<file path="src/rtl/shared_mem_pkg.sv">
package shared_mem_pkg;
  parameter int unsigned NUM_REQUESTERS = 3;

  typedef enum logic [1:0] {
    REQ_FETCH  = 2'd0,
    REQ_MEMSTG = 2'd1,
    REQ_L1     = 2'd2
  } req_id_e;
endpackage

</file>
<file path="src/rtl/arb_fcfs.sv">
module arb_fcfs #(
  parameter int unsigned NUM_REQ = 3,
  parameter int unsigned LATENCY = 2,
  localparam int unsigned ID_W   = $clog2(NUM_REQ),
  localparam int unsigned LEN_W  = $clog2(NUM_REQ + 1)
) (
  input  logic               clk_i,
  input  logic               rst_ni,
  input  logic [NUM_REQ-1:0] req_i,
  output logic [NUM_REQ-1:0] ok_o,
  output logic               fire_o,
  output logic [ID_W-1:0]    head_id_o
);
  localparam int unsigned CNT_W = (LATENCY > 0) ? $clog2(LATENCY + 1) : 1;

  logic [ID_W-1:0]    q_id_q [NUM_REQ];
  logic [ID_W-1:0]    q_n    [NUM_REQ];
  logic [LEN_W-1:0]   q_len_q, len_n;
  logic [NUM_REQ-1:0] in_q_q, in_q_n;
  logic [CNT_W-1:0]   cnt_q, cnt_eff;
  logic               gnt_vld_q;
  logic [ID_W-1:0]    gnt_id_q;

  logic [ID_W-1:0]    ord [NUM_REQ+1];
  logic [LEN_W-1:0]   len;
  logic               head_vld, fire;
  logic [ID_W-1:0]    head;

  // live order: surviving queue entries, then fresh arrivals by index
  always_comb begin
    for (int i = 0; i <= NUM_REQ; i++) ord[i] = '0;
    len = '0;
    for (int i = 0; i < NUM_REQ; i++) begin
      if (LEN_W'(i) < q_len_q && req_i[q_id_q[i]]) begin
        ord[len] = q_id_q[i];
        len      = len + 1'b1;
      end
    end
    for (int r = 0; r < NUM_REQ; r++) begin
      if (req_i[r] && !in_q_q[r]) begin
        ord[len] = ID_W'(r);
        len      = len + 1'b1;
      end
    end
  end

  assign head_vld = (len != '0);
  assign head     = ord[0];
  // count only survives if the same requester still heads the queue
  assign cnt_eff  = (gnt_vld_q && gnt_id_q == head) ? cnt_q : '0;
  assign fire     = head_vld && (cnt_eff == CNT_W'(LATENCY));

  always_comb begin
    ok_o = '0;
    if (fire) ok_o[head] = 1'b1;
  end

  always_comb begin
    for (int i = 0; i < NUM_REQ; i++) q_n[i] = fire ? ord[i+1] : ord[i];
    len_n  = fire ? len - 1'b1 : len;
    in_q_n = '0;
    for (int i = 0; i < NUM_REQ; i++)
      if (LEN_W'(i) < len_n) in_q_n[q_n[i]] = 1'b1;
  end

  always_ff @(posedge clk_i or negedge rst_ni) begin
    if (!rst_ni) begin
      for (int i = 0; i < NUM_REQ; i++) q_id_q[i] <= '0;
      q_len_q   <= '0;
      in_q_q    <= '0;
      cnt_q     <= '0;
      gnt_vld_q <= 1'b0;
      gnt_id_q  <= '0;
    end else begin
      for (int i = 0; i < NUM_REQ; i++) q_id_q[i] <= q_n[i];
      q_len_q <= len_n;
      in_q_q  <= in_q_n;
      if (fire || !head_vld) begin
        gnt_vld_q <= 1'b0;
        cnt_q     <= '0;
      end else begin
        gnt_vld_q <= 1'b1;
        gnt_id_q  <= head;
        cnt_q     <= cnt_eff + 1'b1;
      end
    end
  end

  assign fire_o    = fire;
  assign head_id_o = head;


  one_grant_chk: assert property (@(posedge clk_i) disable iff (!rst_ni)
    $onehot0(ok_o));


  q_bound_chk: assert property (@(posedge clk_i) disable iff (!rst_ni)
    (q_len_q <= LEN_W'(NUM_REQ)) && ($countones(in_q_q) == int'(q_len_q)));

  generate
    if (LATENCY > 0) begin : g_lat_chk

      wait_before_ok_chk: assert property (@(posedge clk_i) disable iff (!rst_ni)
        (ok_o != '0) |-> (($past(req_i) & ok_o) == ok_o));

      no_back_to_back_chk: assert property (@(posedge clk_i) disable iff (!rst_ni)
        (ok_o != '0) |=> (ok_o == '0));
    end
  endgenerate
endmodule

</file>
<file path="src/rtl/line_store.sv">
module line_store #(
  parameter int unsigned NUM_LINES  = 4,
  parameter int unsigned LINE_WORDS = 4,
  parameter int unsigned WORD_W     = 32,
  localparam int unsigned NUM_WORDS = NUM_LINES * LINE_WORDS,
  localparam int unsigned ADDR_W    = $clog2(NUM_WORDS),
  localparam int unsigned LINE_W    = $clog2(NUM_LINES),
  localparam int unsigned WSEL_W    = $clog2(LINE_WORDS)
) (
  input  logic                         clk_i,
  input  logic                         rst_ni,
  input  logic                         we_i,
  input  logic [ADDR_W-1:0]            waddr_i,
  input  logic [WORD_W-1:0]            wdata_i,
  input  logic                         side_we_i,
  input  logic [ADDR_W-1:0]            side_addr_i,
  input  logic [WORD_W-1:0]            side_wdata_i,
  input  logic [LINE_W-1:0]            view_line_i,
  output logic [LINE_WORDS*WORD_W-1:0] view_data_o
);
  logic [WORD_W-1:0] mem_q [NUM_WORDS];

  always_ff @(posedge clk_i or negedge rst_ni) begin
    if (!rst_ni) begin
      for (int i = 0; i < NUM_WORDS; i++) mem_q[i] <= '0;
    end else begin
      if (we_i) mem_q[waddr_i] <= wdata_i;
      // side door is last so it wins a same-word collision
      if (side_we_i) mem_q[side_addr_i] <= side_wdata_i;
    end
  end

  for (genvar k = 0; k < LINE_WORDS; k++) begin : g_view
    assign view_data_o[k*WORD_W +: WORD_W] = mem_q[{view_line_i, WSEL_W'(k)}];
  end


  side_write_chk: assert property (@(posedge clk_i) disable iff (!rst_ni)
    side_we_i |=> (mem_q[$past(side_addr_i)] == $past(side_wdata_i)));


  side_wins_chk: assert property (@(posedge clk_i) disable iff (!rst_ni)
    (we_i && side_we_i && waddr_i == side_addr_i)
      |=> (mem_q[$past(side_addr_i)] == $past(side_wdata_i)));
endmodule

</file>
<file path="src/rtl/shared_mem_arb.sv">
module shared_mem_arb
  import shared_mem_pkg::*;
#(
  parameter int unsigned NUM_LINES  = 4,
  parameter int unsigned LINE_WORDS = 4,
  parameter int unsigned WORD_W     = 32,
  parameter int unsigned NUM_REQ    = NUM_REQUESTERS,
  parameter int unsigned LATENCY    = 2,
  localparam int unsigned ADDR_W    = $clog2(NUM_LINES * LINE_WORDS),
  localparam int unsigned LINE_W    = $clog2(NUM_LINES),
  localparam int unsigned ID_W      = $clog2(NUM_REQ)
) (
  input  logic                              clk_i,
  input  logic                              rst_ni,
  input  logic [NUM_REQ-1:0]                req_i,
  input  logic [NUM_REQ-1:0][ADDR_W-1:0]    addr_i,
  input  logic [NUM_REQ-1:0][WORD_W-1:0]    wdata_i,
  output logic [NUM_REQ-1:0]                ok_o,
  input  logic                              side_we_i,
  input  logic [ADDR_W-1:0]                 side_addr_i,
  input  logic [WORD_W-1:0]                 side_wdata_i,
  output logic                              side_ok_o,
  input  logic [LINE_W-1:0]                 view_line_i,
  output logic [LINE_WORDS*WORD_W-1:0]      view_data_o
);
  logic            fire;
  logic [ID_W-1:0] head_id;

  arb_fcfs #(
    .NUM_REQ (NUM_REQ),
    .LATENCY (LATENCY)
  ) u_arb (
    .clk_i     (clk_i),
    .rst_ni    (rst_ni),
    .req_i     (req_i),
    .ok_o      (ok_o),
    .fire_o    (fire),
    .head_id_o (head_id)
  );

  line_store #(
    .NUM_LINES  (NUM_LINES),
    .LINE_WORDS (LINE_WORDS),
    .WORD_W     (WORD_W)
  ) u_store (
    .clk_i        (clk_i),
    .rst_ni       (rst_ni),
    .we_i         (fire),
    .waddr_i      (addr_i[head_id]),
    .wdata_i      (wdata_i[head_id]),
    .side_we_i    (side_we_i),
    .side_addr_i  (side_addr_i),
    .side_wdata_i (side_wdata_i),
    .view_line_i  (view_line_i),
    .view_data_o  (view_data_o)
  );

  assign side_ok_o = side_we_i;


  mem_hold_chk: assert property (@(posedge clk_i) disable iff (!rst_ni)
    ((ok_o == '0) && !side_we_i)
      |=> ((view_data_o == $past(view_data_o)) || (view_line_i != $past(view_line_i))));
endmodule

</file>
<file path="config.mk">
export PLATFORM = sky130hd
export DESIGN_NAME = shared_mem_arb
export DESIGN_NICKNAME = d
export VERILOG_FILES = /design/src/rtl/shared_mem_pkg.sv /design/src/rtl/arb_fcfs.sv /design/src/rtl/line_store.sv /design/src/rtl/shared_mem_arb.sv
export SDC_FILE = /design/constraint.sdc
export NUM_CORES = 1
export LEC_CHECK = 0
export ABC_AREA = 1
export ABC_CLOCK_PERIOD_IN_PS = 7500
export BUFFER_PORTS_ARGS = -buffer_cell sky130_fd_sc_hd__buf_4
export CAP_MARGIN = 20
export CORE_UTILIZATION = 45
export CTS_BUF_LIST = sky130_fd_sc_hd__clkbuf_8
export DETAILED_ROUTE_END_ITERATION = 16
export HOLD_SLACK_MARGIN = 0.02
export PLACE_DENSITY = 0.71
export REMOVE_ABC_BUFFERS = 1
export SYNTH_ARGS = -nofsm -noshare
export SYNTH_HDL_FRONTEND = slang
export SYNTH_SLANG_ARGS = --single-unit
</file>
<file path="constraint.sdc">
create_clock -name clk_i -period 7.5 [get_ports clk_i]
set_clock_uncertainty 0.2 [all_clocks]
set_input_delay 1.125 -clock clk_i [delete_from_list [all_inputs] [get_ports clk_i]]
set_output_delay 1.125 -clock clk_i [all_outputs]
set_load 0.03 [all_outputs]
</file>
# After elaboration in Yosys (flattened, before gate mapping)
# Index checks and enable logic that the tools add are counted.
totals:
  ff_bits: 528
  out_inout_bits: 132
  wordCells: 187
classes:
  n_addsub: 7
  order_cmp: 35
  eq_ne: 2
  n_mux: 73
  bitwise: 21
  reduce_logical: 25
ops:
  columns: ["operator", "count"]
  rows:
  - ["512-bit bitwise mux", 2]
  - ["512-bit two-way mux", 2]
  - ["32-bit binary-select mux with 4-bit select", 4]
  - ["32-bit two-way mux", 11]
  - ["32-bit demux with 4-bit select", 2]
  - ["32-bit binary-select mux with 2-bit select", 1]
  - ["8-bit two-way mux", 5]
  - ["2-bit two-way mux", 17]
  - ["5-bit >= comparator, second input constant", 6]
  - ["4-bit NOT with 5-bit output", 6]
  - ["2-bit by 3-bit < comparator with 1-bit output, second input constant", 7]
  - ["2-bit demux with 2-bit select", 5]
  - ["1-bit logical AND", 19]
  - ["8-bit bitwise mux", 2]
  - ["3-bit >= comparator, second input constant", 5]
  - ["3-bit by 1-bit < comparator with 1-bit output, second input constant", 5]
  - ["3-bit two-way mux", 4]
  - ["2-bit NOT with 3-bit output", 4]
  - ["2-bit by 1-bit adder with 2-bit output, second input constant", 5]
  - ["5-bit by 1-bit < comparator with 1-bit output, second input constant", 2]
  - ["1-bit two-way mux", 9]
  - ["4-bit AND", 2]
  - ["8-bit AND", 1]
  - ["4-bit binary-select mux with 2-bit select", 1]
  - ["18 further kinds", 36]

# Logic depth before layout (Yosys ltp)
logic_depth:
  ltp_word: 35
  ltp_mapped: 37
  mapped_depth_nobuf: 34

# By module
# From an unflattened synthesis, not the netlist that was laid out.
hier_totals:
  cells_unflattened: 5281
  hier_area_um2: 33609.7
modules_own_cells:
  columns: ["module", "n_inst", "cells_each", "area_per_inst_um2", "seq_area_each_um2"]
  rows:
  - ["line_store", 1, 4773, 30770.8, 12812.3]
  - ["arb_fcfs", 1, 239, 1715.4, 400.4]
  - ["shared_mem_arb", 1, 269, 1123.6, 0.0]

# Worst setup path after synthesis
# Ideal clock, no wire load.
synth_path:
  kind: "in2out"
  startpoint: "in req_i[0]"
  endpoint: "out ok_o[0]"
  arrival_ns: 6.003
  path_slack_ns: 0.172
  cell_stages: 30
  cell_sequence: "nor2_1 > nand2_1 > nand3_2 > clkinv_1 > ha_1 > inv_1 > nor2_1 > inv_1 > nand2_1 > ha_1 > nand2_1 > nand2_1 > inv_1 > ha_1 > or2_2 > nand2_1 > inv_1 > ha_1 > nand2_1 > o21ai_2 > buf_6 > buf_2 > xor2_1 > and3_1 > ha_1 > inv_1 > nor2_1 > clkbuf_1 > clkinv_1 > nor2_1"
synth_via:
  elab_chain_cells: 26
synth_lines:
  columns: ["element", "line_no", "text"]
  rows:
  - ["from (decl)", "shared_mem_arb.sv:15", "input logic [NUM_REQ-1:0] req_i,"]
  - ["branches (longest 25 deep; another with 1-bit by 1-bit adder with 2-bit output)", null, null]
  - ["3-bit two-way mux *", "arb_fcfs.sv:55", "if (fire) ok_o[head] = 1'b1;"]
  - ["to (decl)", "shared_mem_arb.sv:18", "output logic [NUM_REQ-1:0] ok_o,"]
# Mark *: on every way between the ends. The select of a mux whose other input is x is not followed.

# Final worst setup path
layout_path:
  startpoint: "in req_i[2]"
  endpoint: "out ok_o[1]"
# The elaborated chain is that of the path after synthesis.

==> results.toml <==
[clock_tree]
cts_buffers = 94
hold_buffers = 0
cts_sinks = 528
cts_setup_buffers = 0
cts_buffer_depth = 3
cts_htree_levels = 3
worst_skew_pair.late_latency_ns = 0.74
cts.repair.resized = 0
root_buffer = "clkbuf_8"
path_clk_slew_ns = 0.06
cts_tree = "built"

[global_route]
grt_first_pass_wirelength_um = 196000
grt_pass1_vias = 33700
overflow = 0
antenna_found_initial = 1
grt_max_degree = 195
grt.total_usage = 0.321

[sta]
final_hold_viol_count = 0
rsz0062_at_grt = "false"
setup_viol = 0
worst_slew_margin_rel = 0.321
post-route-period-util = 0.901
fin_tns_setup_ns = 0
worst_pin_slew_ns = 1.02
period_minus_slack_ns = 6.76
max_freq_mhz = 148
slew_violations = 0

[power_and_ir_drop]
ir_drop_v = 0.000438
p_switching_uw = 9030
p_clk_frac = 0.160
swShare = 0.512
p_int_uw = 8600
comb_power_share = 0.559
power_frac_seq = 0.281
power.leakage_uw = 0.0212
power.density_nw_per_um2 = 451

[detailed_routing]
drc = 0
routed_wl_um = 126000
ant_nets = 0
drtIter0Drc = 4136
viasPerCell = 5.52
vias = 36000
dr.pass1.iters = 8
routedWlPerCell_um = 19.4

[synth]
ys_ff_latch = 528
synth_top_area_cell = "dfrtp_1"
synthXorXnorAreaFrac = 0.000507
yosys_warnings = 0
synthArstFlopShare = 1.00
ys_seq_area_frac = 0.383
synth_top_area_frac = 0.383
synth_area_um2 = 34500
synth_common_cells = "nor2_1, nand2_1, nand3_1, dfrtp_1, inv_1"
yosysMostFrequentCell = "nor2_1"
yosys_most_used_dff = "dfrtp_1"
yosysUniqueCellTypes = 42
synth_edf_count = 0
synthSimpleGateAreaFrac = 0.381
synth_top_family_by_area = "simple AND/OR/NAND/NOR gates"
synth_area_leaders = "dfrtp_1, nor2_1, nand2_1, nand3_1, inv_1"
synth_adder_area_share = 0.00580
syn_inst = 5372
synth_compound_area_frac = 0.121
synth.area.mux_share = 0
avgSynthCellArea_um2 = 6.43

[placement]
port_buffers = 283
globalplace.congestion = 0.877
dpl_cell_area_um2 = 37100
dp_hpwl_um = 73500

[critical_path]
critPathCaptureType = "output pin"
max_stage_delay_ns = 0.29
r2r-start = "u_arb.q_len_q[1]"
path_common_cell = "nand2_1"
crit_fanout = 10
r2r_slack_ns = 1.16
cpMaxStageDelayCell = "or2_2"
cp-startpoint = "req_i[2]"
path_class = "in2out"
crit_arrival_ns = 5.43
reg2reg_to = "u_store.mem_q[116]"
required_ns = 6.17
critPathLaunchType = "input port"
reg2regPathDepth = 30

[hold_path]
hp-class = "in2async"

[finish]
area_delta_synth_final_pct = 13.2
fin_area_um2 = 39100
num_antenna_cells = 0
nets = 5597
drive_gt1_frac = 0.111
nFillCells = 7574

[floorplan]
dieArea_um2 = 77900
fp.dieH_um = 279
core_area_um2 = 75900
die_w_um = 279
initial_core_util = 0.455
ios = 284
std_cell_rows = 101

[flow_run]
max_cap_viol_count = 0

[status]
status = "complete, no violations"
cells in the final DEF (no fill, tap or decap), types with 20 or more instances in the layout:
master	n
o22ai_1	73
nor2_1	1528
a21oi_1	163
buf_4	376
nand2_1	1003
o21ai_0	219
inv_1	465
clkbuf_8	127
inv_2	22
dfrtp_1	528
o211ai_1	27
a21boi_0	204
nand3_1	637
buf_12	20
sequential cells by signal, indices dropped and copies added, names as in the netlist:
register and count:
u_store.mem_q 512, u_arb.q_id_q 6, u_arb.in_q_q 3, u_arb.cnt_q 2
u_arb.gnt_id_q 2, u_arb.q_len_q 2, u_arb.gnt_vld_q 1
cells by family after synthesis:
| kind of cell | count (synthesis) |
|---|---|
| simple gates | 3225 |
| buf+inv | 906 |
| compound gates | 695 |
| flops | 528 |
| fa+ha+maj | 16 |
| xor+xnor | 2 |
area by class of cell:
type / count / area [µm²] / share of cell area
inverters: 468 / 1780 / 0.0454
repair buffers: 399 / 3280 / 0.0838
multi-input cells: 3938 / 17600 / 0.450
flip-flops and latches: 528 / 13200 / 0.338
clock inverters: 40 / 189 / 0.00483
well taps: 1030 / 1290 / 0.0330
clock buffers: 127 / 1750 / 0.0447
how the worst max path moves through the flow:
stage,slack (ns),endpoint
after floorplan,-4.18,u_store.mem_q[258]
after global placement,0.56,u_store.mem_q[106]
after detailed placement,0.39,u_store.mem_q[99]
after CTS,0.53,ok_o[1]
after global routing,0.20,ok_o[1]
final,0.74,ok_o[1]
worst max-delay path: cells and delay by family:
family,cells,cell delay (ns)
buffers and inverters,9,0.99
XOR/XNOR,1,0.13
AND/OR/NAND/NOR,15,2.07
adder cells (fa/ha/maj),5,1.13
routing by layer:
| metal | GRT usage | share of wire | vias up |
|---|---|---|---|
| met5 | 0 | 0.00011 | - |
| met2 | 0.512 | 0.45 | 1816 |
| met1 | 0.428 | 0.41 | 16900 |
| li1 | - | - | 17000 |
| met3 | 0.0608 | 0.10 | 327 |
| met4 | 0.133 | 0.041 | 2 |
stage by stage:
stage                     setup slack [ns]  cells   util  hold WS (ns)  total power, µW
after floorplan                      -4.18   4934      -         0.295            10500
after global placement               0.564   6362  0.489         0.315            14500
after detailed placement             0.387   6362  0.489         0.329            14700
after CTS                            0.527   6529  0.515         0.246            17500
after global routing                 0.195   6530  0.515         0.289            18800
final                                0.741   6530  0.515         0.225            17600
power by group through the flow:
stage | sequential, µW | clock, µW | combinational [µW]
4_1_cts | 4920 | 2830 | 9750
3_5_place_dp | 4960 | 0 | 9710
3_3_place_gp | 4910 | 0 | 9570
5_1_grt | 5090 | 2970 | 10800
2_1_floorplan | 4750 | 0 | 5730
6_report | 4960 | 2810 | 9860
No activity file was read; power rests on OpenSTA's default activity.
